--- config.mk ---
export PLATFORM = sky130hd
export DESIGN_NAME = srom_port
export DESIGN_NICKNAME = d
export VERILOG_FILES = /design/src/rtl/srom_pkg.sv /design/src/rtl/srom_tick.sv /design/src/rtl/srom_regs.sv /design/src/rtl/srom_seq.sv /design/src/rtl/srom_pinmux.sv /design/src/rtl/srom_port.sv
export SDC_FILE = /design/constraint.sdc
export NUM_CORES = 1
export LEC_CHECK = 0
export BUFFER_PORTS_ARGS = -buffer_cell sky130_fd_sc_hd__buf_2
export CAP_MARGIN = 20
export CORE_UTILIZATION = 57
export CTS_CLUSTER_DIAMETER = 100
export DETAILED_ROUTE_END_ITERATION = 10
export PLACE_DENSITY_LB_ADDON = 0.15
export RECOVER_POWER = 50
export SLEW_MARGIN = 20
export SYNTH_ARGS = -nofsm -noshare
export SYNTH_HDL_FRONTEND = slang
export SYNTH_SLANG_ARGS = --single-unit
--- constraint.sdc ---
create_clock -name clk -period 2.85 [get_ports clk]
set_input_delay 0.4275 -clock clk [delete_from_list [all_inputs] [get_ports clk]]
set_output_delay 0.4275 -clock clk [all_outputs]
set_load 0.005 [all_outputs]
--- src/rtl/srom_pkg.sv ---
package srom_pkg;
  typedef enum logic [1:0] {
    ST_IDLE   = 2'd0,
    ST_LAUNCH = 2'd1,
    ST_RUN    = 2'd2
  } srom_st_e;

  // start bit followed by read opcode
  localparam logic [2:0] CMD_HEAD = 3'b110;
endpackage

--- src/rtl/srom_tick.sv ---
module srom_tick #(
  parameter int DIV = 2
) (
  input  logic clk,
  input  logic rst_n,
  input  logic en,
  output logic tick
);
  localparam int CW = (DIV > 1) ? $clog2(DIV) : 1;
  localparam logic [CW-1:0] LAST = CW'(DIV - 1);

  logic [CW-1:0] cnt, cnt_n;

  always_comb begin
    tick  = en && (cnt == LAST);
    cnt_n = cnt;
    if (!en || tick) cnt_n = '0;
    else             cnt_n = cnt + 1'b1;
  end

  always_ff @(posedge clk or negedge rst_n) begin
    if (!rst_n) cnt <= '0;
    else        cnt <= cnt_n;
  end
endmodule

--- src/rtl/srom_regs.sv ---
module srom_regs (
  input  logic clk,
  input  logic rst_n,
  input  logic we,
  input  logic d_en,
  input  logic d_cs,
  input  logic d_sk,
  input  logic d_do,
  output logic q_en,
  output logic q_cs,
  output logic q_sk,
  output logic q_do
);
  logic en_n, cs_n, sk_n, do_n;

  always_comb begin
    en_n = q_en;
    cs_n = q_cs;
    sk_n = q_sk;
    do_n = q_do;
    if (we) begin
      en_n = d_en;
      cs_n = d_cs;
      sk_n = d_sk;
      do_n = d_do;
    end
  end

  always_ff @(posedge clk or negedge rst_n) begin
    if (!rst_n) begin
      q_en <= 1'b0;
      q_cs <= 1'b0;
      q_sk <= 1'b0;
      q_do <= 1'b0;
    end else begin
      q_en <= en_n;
      q_cs <= cs_n;
      q_sk <= sk_n;
      q_do <= do_n;
    end
  end
endmodule

--- src/rtl/srom_seq.sv ---
module srom_seq
  import srom_pkg::*;
#(
  parameter int NUM_WORDS = 8,
  parameter int ADDR_W    = 6,
  parameter int DATA_W    = 16
) (
  input  logic              clk,
  input  logic              rst_n,
  input  logic              start,
  input  logic              detect,
  input  logic              ser_di,
  input  logic              tick,
  output logic              run,
  output logic              busy,
  output logic              seq_cs,
  output logic              seq_sk,
  output logic              seq_do,
  output logic              valid,
  output logic              ld_we,
  output logic [ADDR_W-1:0] ld_addr,
  output logic [DATA_W-1:0] ld_data
);
  localparam int CMD_BITS = 3 + ADDR_W;
  localparam int GAP      = CMD_BITS + DATA_W;
  localparam int SLOT_W   = $clog2(GAP + 1);
  localparam int WORD_W   = (NUM_WORDS > 1) ? $clog2(NUM_WORDS) : 1;
  localparam int ABORT_AT = 1;
  localparam logic [SLOT_W-1:0] GAP_S   = SLOT_W'(GAP);
  localparam logic [SLOT_W-1:0] LDAT_S  = SLOT_W'(GAP - 1);
  localparam logic [SLOT_W-1:0] CMD_S   = SLOT_W'(CMD_BITS);
  localparam logic [SLOT_W-1:0] ABORT_S = SLOT_W'(ABORT_AT);
  localparam logic [WORD_W-1:0] LAST_W  = WORD_W'(NUM_WORDS - 1);

  function automatic logic [7:0] byte_sum(input logic [DATA_W-1:0] w);
    logic [7:0] s;
    s = '0;
    for (int b = 0; b < DATA_W / 8; b++) s = s + w[b*8 +: 8];
    return s;
  endfunction

  srom_st_e          st, st_n;
  logic              phase, phase_n;
  logic [SLOT_W-1:0] slot, slot_n;
  logic [WORD_W-1:0] word, word_n;
  logic              absent, absent_n;
  logic [DATA_W-1:0] shreg, shreg_n, word_in;
  logic [7:0]        sum, sum_n;
  logic              valid_n, ld_we_n;
  logic [ADDR_W-1:0] ld_addr_n;
  logic [DATA_W-1:0] ld_data_n;
  logic [CMD_BITS-1:0] cmd_vec, cmd_sh;

  // next-state
  always_comb begin
    st_n      = st;
    phase_n   = phase;
    slot_n    = slot;
    word_n    = word;
    absent_n  = absent;
    shreg_n   = shreg;
    sum_n     = sum;
    valid_n   = valid;
    ld_we_n   = 1'b0;
    ld_addr_n = ld_addr;
    ld_data_n = ld_data;
    word_in   = {shreg[DATA_W-2:0], ser_di};
    case (st)
      ST_IDLE: begin
        if (start) st_n = ST_LAUNCH;
      end
      ST_LAUNCH: begin
        phase_n  = 1'b0;
        slot_n   = '0;
        word_n   = '0;
        sum_n    = '0;
        absent_n = ~detect;
        st_n     = ST_RUN;
      end
      ST_RUN: begin
        if (tick) begin
          if (!phase) begin
            phase_n = 1'b1;
          end else begin
            phase_n = 1'b0;
            if (absent && slot == ABORT_S) begin
              st_n    = ST_IDLE;
              valid_n = 1'b0;
            end else if (slot == GAP_S) begin
              slot_n = '0;
              if (word == LAST_W) begin
                st_n    = ST_IDLE;
                valid_n = (sum == 8'hFF);
              end else begin
                word_n = word + 1'b1;
              end
            end else begin
              if (slot >= CMD_S) shreg_n = word_in;
              if (slot == LDAT_S) begin
                ld_we_n   = 1'b1;
                ld_addr_n = ADDR_W'(word);
                ld_data_n = word_in;
                sum_n     = sum + byte_sum(word_in);
              end
              slot_n = slot + 1'b1;
            end
          end
        end
      end
      default: st_n = ST_IDLE;
    endcase
  end

  // registers
  always_ff @(posedge clk or negedge rst_n) begin
    if (!rst_n) begin
      st      <= ST_LAUNCH;
      phase   <= 1'b0;
      slot    <= '0;
      word    <= '0;
      absent  <= 1'b0;
      shreg   <= '0;
      sum     <= '0;
      valid   <= 1'b0;
      ld_we   <= 1'b0;
      ld_addr <= '0;
      ld_data <= '0;
    end else begin
      st      <= st_n;
      phase   <= phase_n;
      slot    <= slot_n;
      word    <= word_n;
      absent  <= absent_n;
      shreg   <= shreg_n;
      sum     <= sum_n;
      valid   <= valid_n;
      ld_we   <= ld_we_n;
      ld_addr <= ld_addr_n;
      ld_data <= ld_data_n;
    end
  end

  // pin drive while reading
  always_comb begin
    run     = (st == ST_RUN);
    busy    = (st != ST_IDLE);
    cmd_vec = {CMD_HEAD, ADDR_W'(word)};
    cmd_sh  = cmd_vec << slot;
    seq_cs  = run && (slot != GAP_S);
    seq_sk  = seq_cs && phase;
    seq_do  = run && (slot < CMD_S) && cmd_sh[CMD_BITS-1];
  end

  AST_ABORT_BOUND: assert property (@(posedge clk) disable iff (!rst_n)
    (st == ST_RUN && absent) |-> (slot < SLOT_W'(2)));
  AST_NO_LOAD_ABSENT: assert property (@(posedge clk) disable iff (!rst_n)
    ld_we |-> !absent);
  AST_SLOT_RANGE: assert property (@(posedge clk) disable iff (!rst_n)
    (st == ST_RUN) |-> (slot <= GAP_S));
  AST_VALID_HOLD: assert property (@(posedge clk) disable iff (!rst_n)
    (st == ST_IDLE && $past(st) == ST_IDLE) |-> $stable(valid));
endmodule

--- src/rtl/srom_pinmux.sv ---
module srom_pinmux (
  input  logic busy,
  input  logic r_en,
  input  logic r_cs,
  input  logic r_sk,
  input  logic r_do,
  input  logic led_sk,
  input  logic led_do,
  input  logic s_cs,
  input  logic s_sk,
  input  logic s_do,
  output logic p_cs,
  output logic p_sk,
  output logic p_do
);
  always_comb begin
    if (busy) begin
      p_cs = s_cs;
      p_sk = s_sk;
      p_do = s_do;
    end else if (r_en) begin
      p_cs = r_cs;
      p_sk = r_sk;
      p_do = r_do;
    end else begin
      p_cs = 1'b0;
      p_sk = led_sk;
      p_do = led_do;
    end
  end
endmodule

--- src/rtl/srom_port.sv ---
module srom_port #(
  parameter int DIV       = 2,
  parameter int NUM_WORDS = 8,
  parameter int ADDR_W    = 6,
  parameter int DATA_W    = 16
) (
  input  logic              clk,
  input  logic              rst_n,
  input  logic              cfg_we,
  input  logic              cfg_port_en,
  input  logic              cfg_cs,
  input  logic              cfg_sk,
  input  logic              cfg_do,
  input  logic              cfg_read,
  input  logic              led_sk,
  input  logic              led_do,
  input  logic              rom_detect,
  input  logic              rom_di,
  output logic              rom_cs,
  output logic              rom_sk,
  output logic              rom_do,
  output logic              port_en,
  output logic              cs_bit,
  output logic              busy,
  output logic              checksum_ok,
  output logic              ld_we,
  output logic [ADDR_W-1:0] ld_addr,
  output logic [DATA_W-1:0] ld_data
);
  logic run, tick, start;
  logic r_sk, r_do;
  logic s_cs, s_sk, s_do;

  assign start = cfg_we && cfg_read && !busy;

  srom_tick #(.DIV(DIV)) u_tick (
    .clk(clk), .rst_n(rst_n), .en(run), .tick(tick)
  );

  srom_regs u_regs (
    .clk(clk), .rst_n(rst_n), .we(cfg_we),
    .d_en(cfg_port_en), .d_cs(cfg_cs), .d_sk(cfg_sk), .d_do(cfg_do),
    .q_en(port_en), .q_cs(cs_bit), .q_sk(r_sk), .q_do(r_do)
  );

  srom_seq #(.NUM_WORDS(NUM_WORDS), .ADDR_W(ADDR_W), .DATA_W(DATA_W)) u_seq (
    .clk(clk), .rst_n(rst_n), .start(start), .detect(rom_detect),
    .ser_di(rom_di), .tick(tick), .run(run), .busy(busy),
    .seq_cs(s_cs), .seq_sk(s_sk), .seq_do(s_do), .valid(checksum_ok),
    .ld_we(ld_we), .ld_addr(ld_addr), .ld_data(ld_data)
  );

  srom_pinmux u_mux (
    .busy(busy), .r_en(port_en), .r_cs(cs_bit), .r_sk(r_sk), .r_do(r_do),
    .led_sk(led_sk), .led_do(led_do), .s_cs(s_cs), .s_sk(s_sk), .s_do(s_do),
    .p_cs(rom_cs), .p_sk(rom_sk), .p_do(rom_do)
  );

  AST_CS_OFF_QUIET: assert property (@(posedge clk) disable iff (!rst_n)
    (!busy && !port_en) |-> !rom_cs);
  AST_REQ_LAUNCH: assert property (@(posedge clk) disable iff (!rst_n)
    (!busy && cfg_we && cfg_read) |=> busy);
endmodule

==> results.json <==
{
  "r2r_start": "u_seq.sum[1]$_DFFE_PN0P_",
  "die_w_um": 76.73,
  "rrSetupSlack_ps": 360,
  "root_buffer": "clkbuf_8",
  "yosysMostFrequentCell": "nand2_1",
  "cp.required_ps": 3120,
  "synth_cell_types": 52,
  "synth.area.top_cells": "dfrtp_1, nand2_1, mux2_2",
  "nets": 373,
  "first_global_vias": 2269,
  "violations": "max-capacitance violations, max-slew violations",
  "worstSetupPathType": "flip-flop to flip-flop",
  "clk_path_buf_depth": 2,
  "yosysTopAreaCell": "dfrtp_1",
  "crit_fanout": 3,
  "start_util_pct": 60.77,
  "hpwl_um": 4575,
  "final_max_slew_viol_count": 29,
  "seq_area_um2": 1528,
  "synthesis.instances": 299,
  "hold_buffers": 0,
  "cp_slowest_stage_delay_ps": 550,
  "worstMarginPinSlew_ps": 1513,
  "avgSynthCellArea_um2": 10.65,
  "cts_buffers": 9,
  "ir_drop_uv": 402.3,
  "rsz0062_at_grt": "no",
  "cts.sinks": 61,
  "yosys_most_used_dff": "dfrtp_1",
  "drive_gt1_share_pct": 25.36,
  "synth_top_cell_area_share_pct": 47.17,
  "crit_path_start": "u_seq.sum[1]$_DFFE_PN0P_",
  "drc": 0,
  "fmax_mhz": 402.4,
  "cts_tree": "yes",
  "synth_warnings": 0,
  "critical_path_buf_inv_count": 1,
  "post_cts_buffers": 0,
  "grt_max_degree": 29,
  "p_per_area_nw_per_um2": 608.5,
  "finalHoldViolations": 0,
  "portBuffers": 38,
  "setup_viol": 0,
  "path_clk_slew_ps": 70,
  "htree_levels": 3,
  "ys_seq_area_share_pct": 48.00,
  "clock_latency_ps": 340,
  "crit_chain": "fa_1, ha_1, inv_1, fa_1, nor2b_1, o31a_1, o22ai_1, mux2i_1, mux2i_1",
  "finalPower_mw": 2.201,
  "p_leak_nw": 1.880,
  "avgRoutedWirePerCell_um": 15.19,
  "grt_usage_pct": 24.21,
  "final_antenna_net_count": 0,
  "outcome": "finished with violations",
  "fin_worst_skew_ps": 9.019,
  "multi_input_area_um2": 1525,
  "crit_family": "adder cells",
  "holdCritStartpoint": "rom_detect",
  "rows": 26,
  "io_pins": 42,
  "drtIter0Drc": 151,
  "place.gp.congestion": 0.8345,
  "gr-total-overflow": 0,
  "slew_headroom_pct": -0.8490,
  "placed_cell_area_um2": 3413,
  "num_antenna_cells": 0,
  "hp-class": "primary input to flip-flop",
  "dieArea_um2": 5887,
  "antenna_found_initial": 0,
  "holdWs_ps": 279.3,
  "ctsResizeCount": 0,
  "fin_area_um2": 3617,
  "drv_cap": 1,
  "startpoint_type": "flip-flop",
  "synthesis.area_um2": 3183,
  "synth_seq_cells": 61,
  "worst_setup_path_end_kind": "flip-flop",
  "first_pass_iters": 4,
  "num-fill-cells": 426,
  "totalWireLength_um": 6333,
  "period_share_pct": 87.20,
  "setup-tns-final_ps": 0,
  "synth_common_cells": "nand2_1, dfrtp_1, mux2_2",
  "async_flop_share_pct": 100.0,
  "dr_total_vias": 2252,
  "syn_to_final_growth_pct": 13.64,
  "vias_per_cell": 5.400,
  "worstPathArrival_ps": 2760,
  "crit_slowest_cell": "fa_1",
  "die_height_um": 76.73,
  "grt_pass1_wl_um": 10830,
  "fp.coreArea_um2": 5238,
  "layout_min_cycle_time_ps": 2485,
  "synth_enable_flop_cells": 0
}
[final cells by class]
type	instances	share of cell area, %
Sequential cell	61	42.23
Multi-Input combinational cell	215	42.17
Timing Repair Buffer	43	6.019
Clock buffer	9	3.424
Clock inverter	7	2.490
Tap cell	70	2.421
Inverter	12	1.245
[cell families (layout without fill, tap and decap cells)]
family / after synthesis / in the layout / share of synthesized area [%]
other: 1 / 3 / 0.1178
AO/OA/AOI/OAI: 47 / 47 / 11.32
XOR/XNOR: 4 / 4 / 1.101
adder cells (fa/ha/maj): 19 / 19 / 9.355
buffers and inverters: 25 / 71 / 4.481
multiplexers: 26 / 26 / 9.041
flip-flops: 61 / 61 / 48.00
AND/OR/NAND/NOR: 116 / 116 / 16.59
[per-layer routing]
| layer | up-vias | routed length [um] | GRT usage (%) | part of all wire (%) |
|---|---|---|---|---|
| met2 | 59 | 2930 | 35.36 | 46 |
| met5 | - | 0 | 0 | 0 |
| met1 | 1078 | 3096 | 34.22 | 49 |
| met3 | 5 | 254 | 7.262 | 4.0 |
| li1 | 1110 | - | - | - |
| met4 | 0 | 52 | 8.846 | 0.82 |
[power breakdown]
group / switching (mW) / internal, mW / leakage (nW)
Clock: 0.345 / 0.487 / 0.105
Sequential: 0.0808 / 0.924 / 0.822
Combinational: 0.219 / 0.146 / 0.953
Total: 0.644 / 1.56 / 1.88
[per-stage QoR]
| stage | utilization [%] | setup slack [ps] | cells |
|---|---|---|---|
| after floorplan | - | 520.4 | 301 |
| after global placement | 65.17 | 421.5 | 401 |
| after detailed placement | 65.17 | 342.8 | 401 |
| after CTS | 69.25 | 363.6 | 417 |
| after global routing | 69.06 | 246.0 | 417 |
| final | 69.06 | 364.8 | 417 |
[worst register-to-register path, delay by kind of cell (launching register included)]
kind	cells	cell delay, ps
buffers and inverters	1	70
DFF	1	410
and+or+nand+nor	1	160
AOI/OAI and AO/OA	2	250
adders and majority gates	3	1140
muxes	2	400
[sequential cells by signal, summed over array words and instances, names as in the netlist, 2 cells and up]
register	flops
u_seq.ld_addr	3
u_seq.ld_data	16
u_seq.shreg	15
u_seq.slot	5
u_seq.st	2
u_seq.sum	8
u_seq.word	3
[path summary, 6_finish.rpt]
check                                                     end  cells after the start
worst max-delay path                 u_seq.sum[7]$_DFFE_PN0P_                      9
worst min-delay path                 u_seq.absent$_DFFE_PN0P_                      2
worst max register to register       u_seq.sum[7]$_DFFE_PN0P_                      9
worst min register to register   u_seq.ld_data[4]$_DFFE_PN0P_                      2
max in group asynchronous        u_seq.ld_data[1]$_DFFE_PN0P_                      2
min in group asynchronous       u_seq.ld_data[15]$_DFFE_PN0P_                      1
[placed cells by master (no fill, tap or decap), drive strengths merged, types with 3 or more instances in the layout]
| master | netlist | routed |
|---|---|---|
| a22o | 5 | 5 |
| clkbuf | 2 | 13 |
| o41ai | 3 | 3 |
| ha | 11 | 11 |
| fa | 8 | 8 |
| mux2 | 22 | 22 |
| nor2 | 13 | 13 |
| dfrtp | 60 | 60 |
| clkinv | 0 | 3 |
| nor3 | 6 | 6 |
| buf | 11 | 39 |
| conb | 1 | 3 |
| inv | 12 | 12 |
| nand2 | 72 | 72 |
| mux2i | 4 | 4 |
| a21oi | 7 | 7 |
| nand3 | 8 | 8 |
| o21ai | 15 | 15 |
| a211oi | 4 | 4 |
Power figures use the tool's default switching activity.
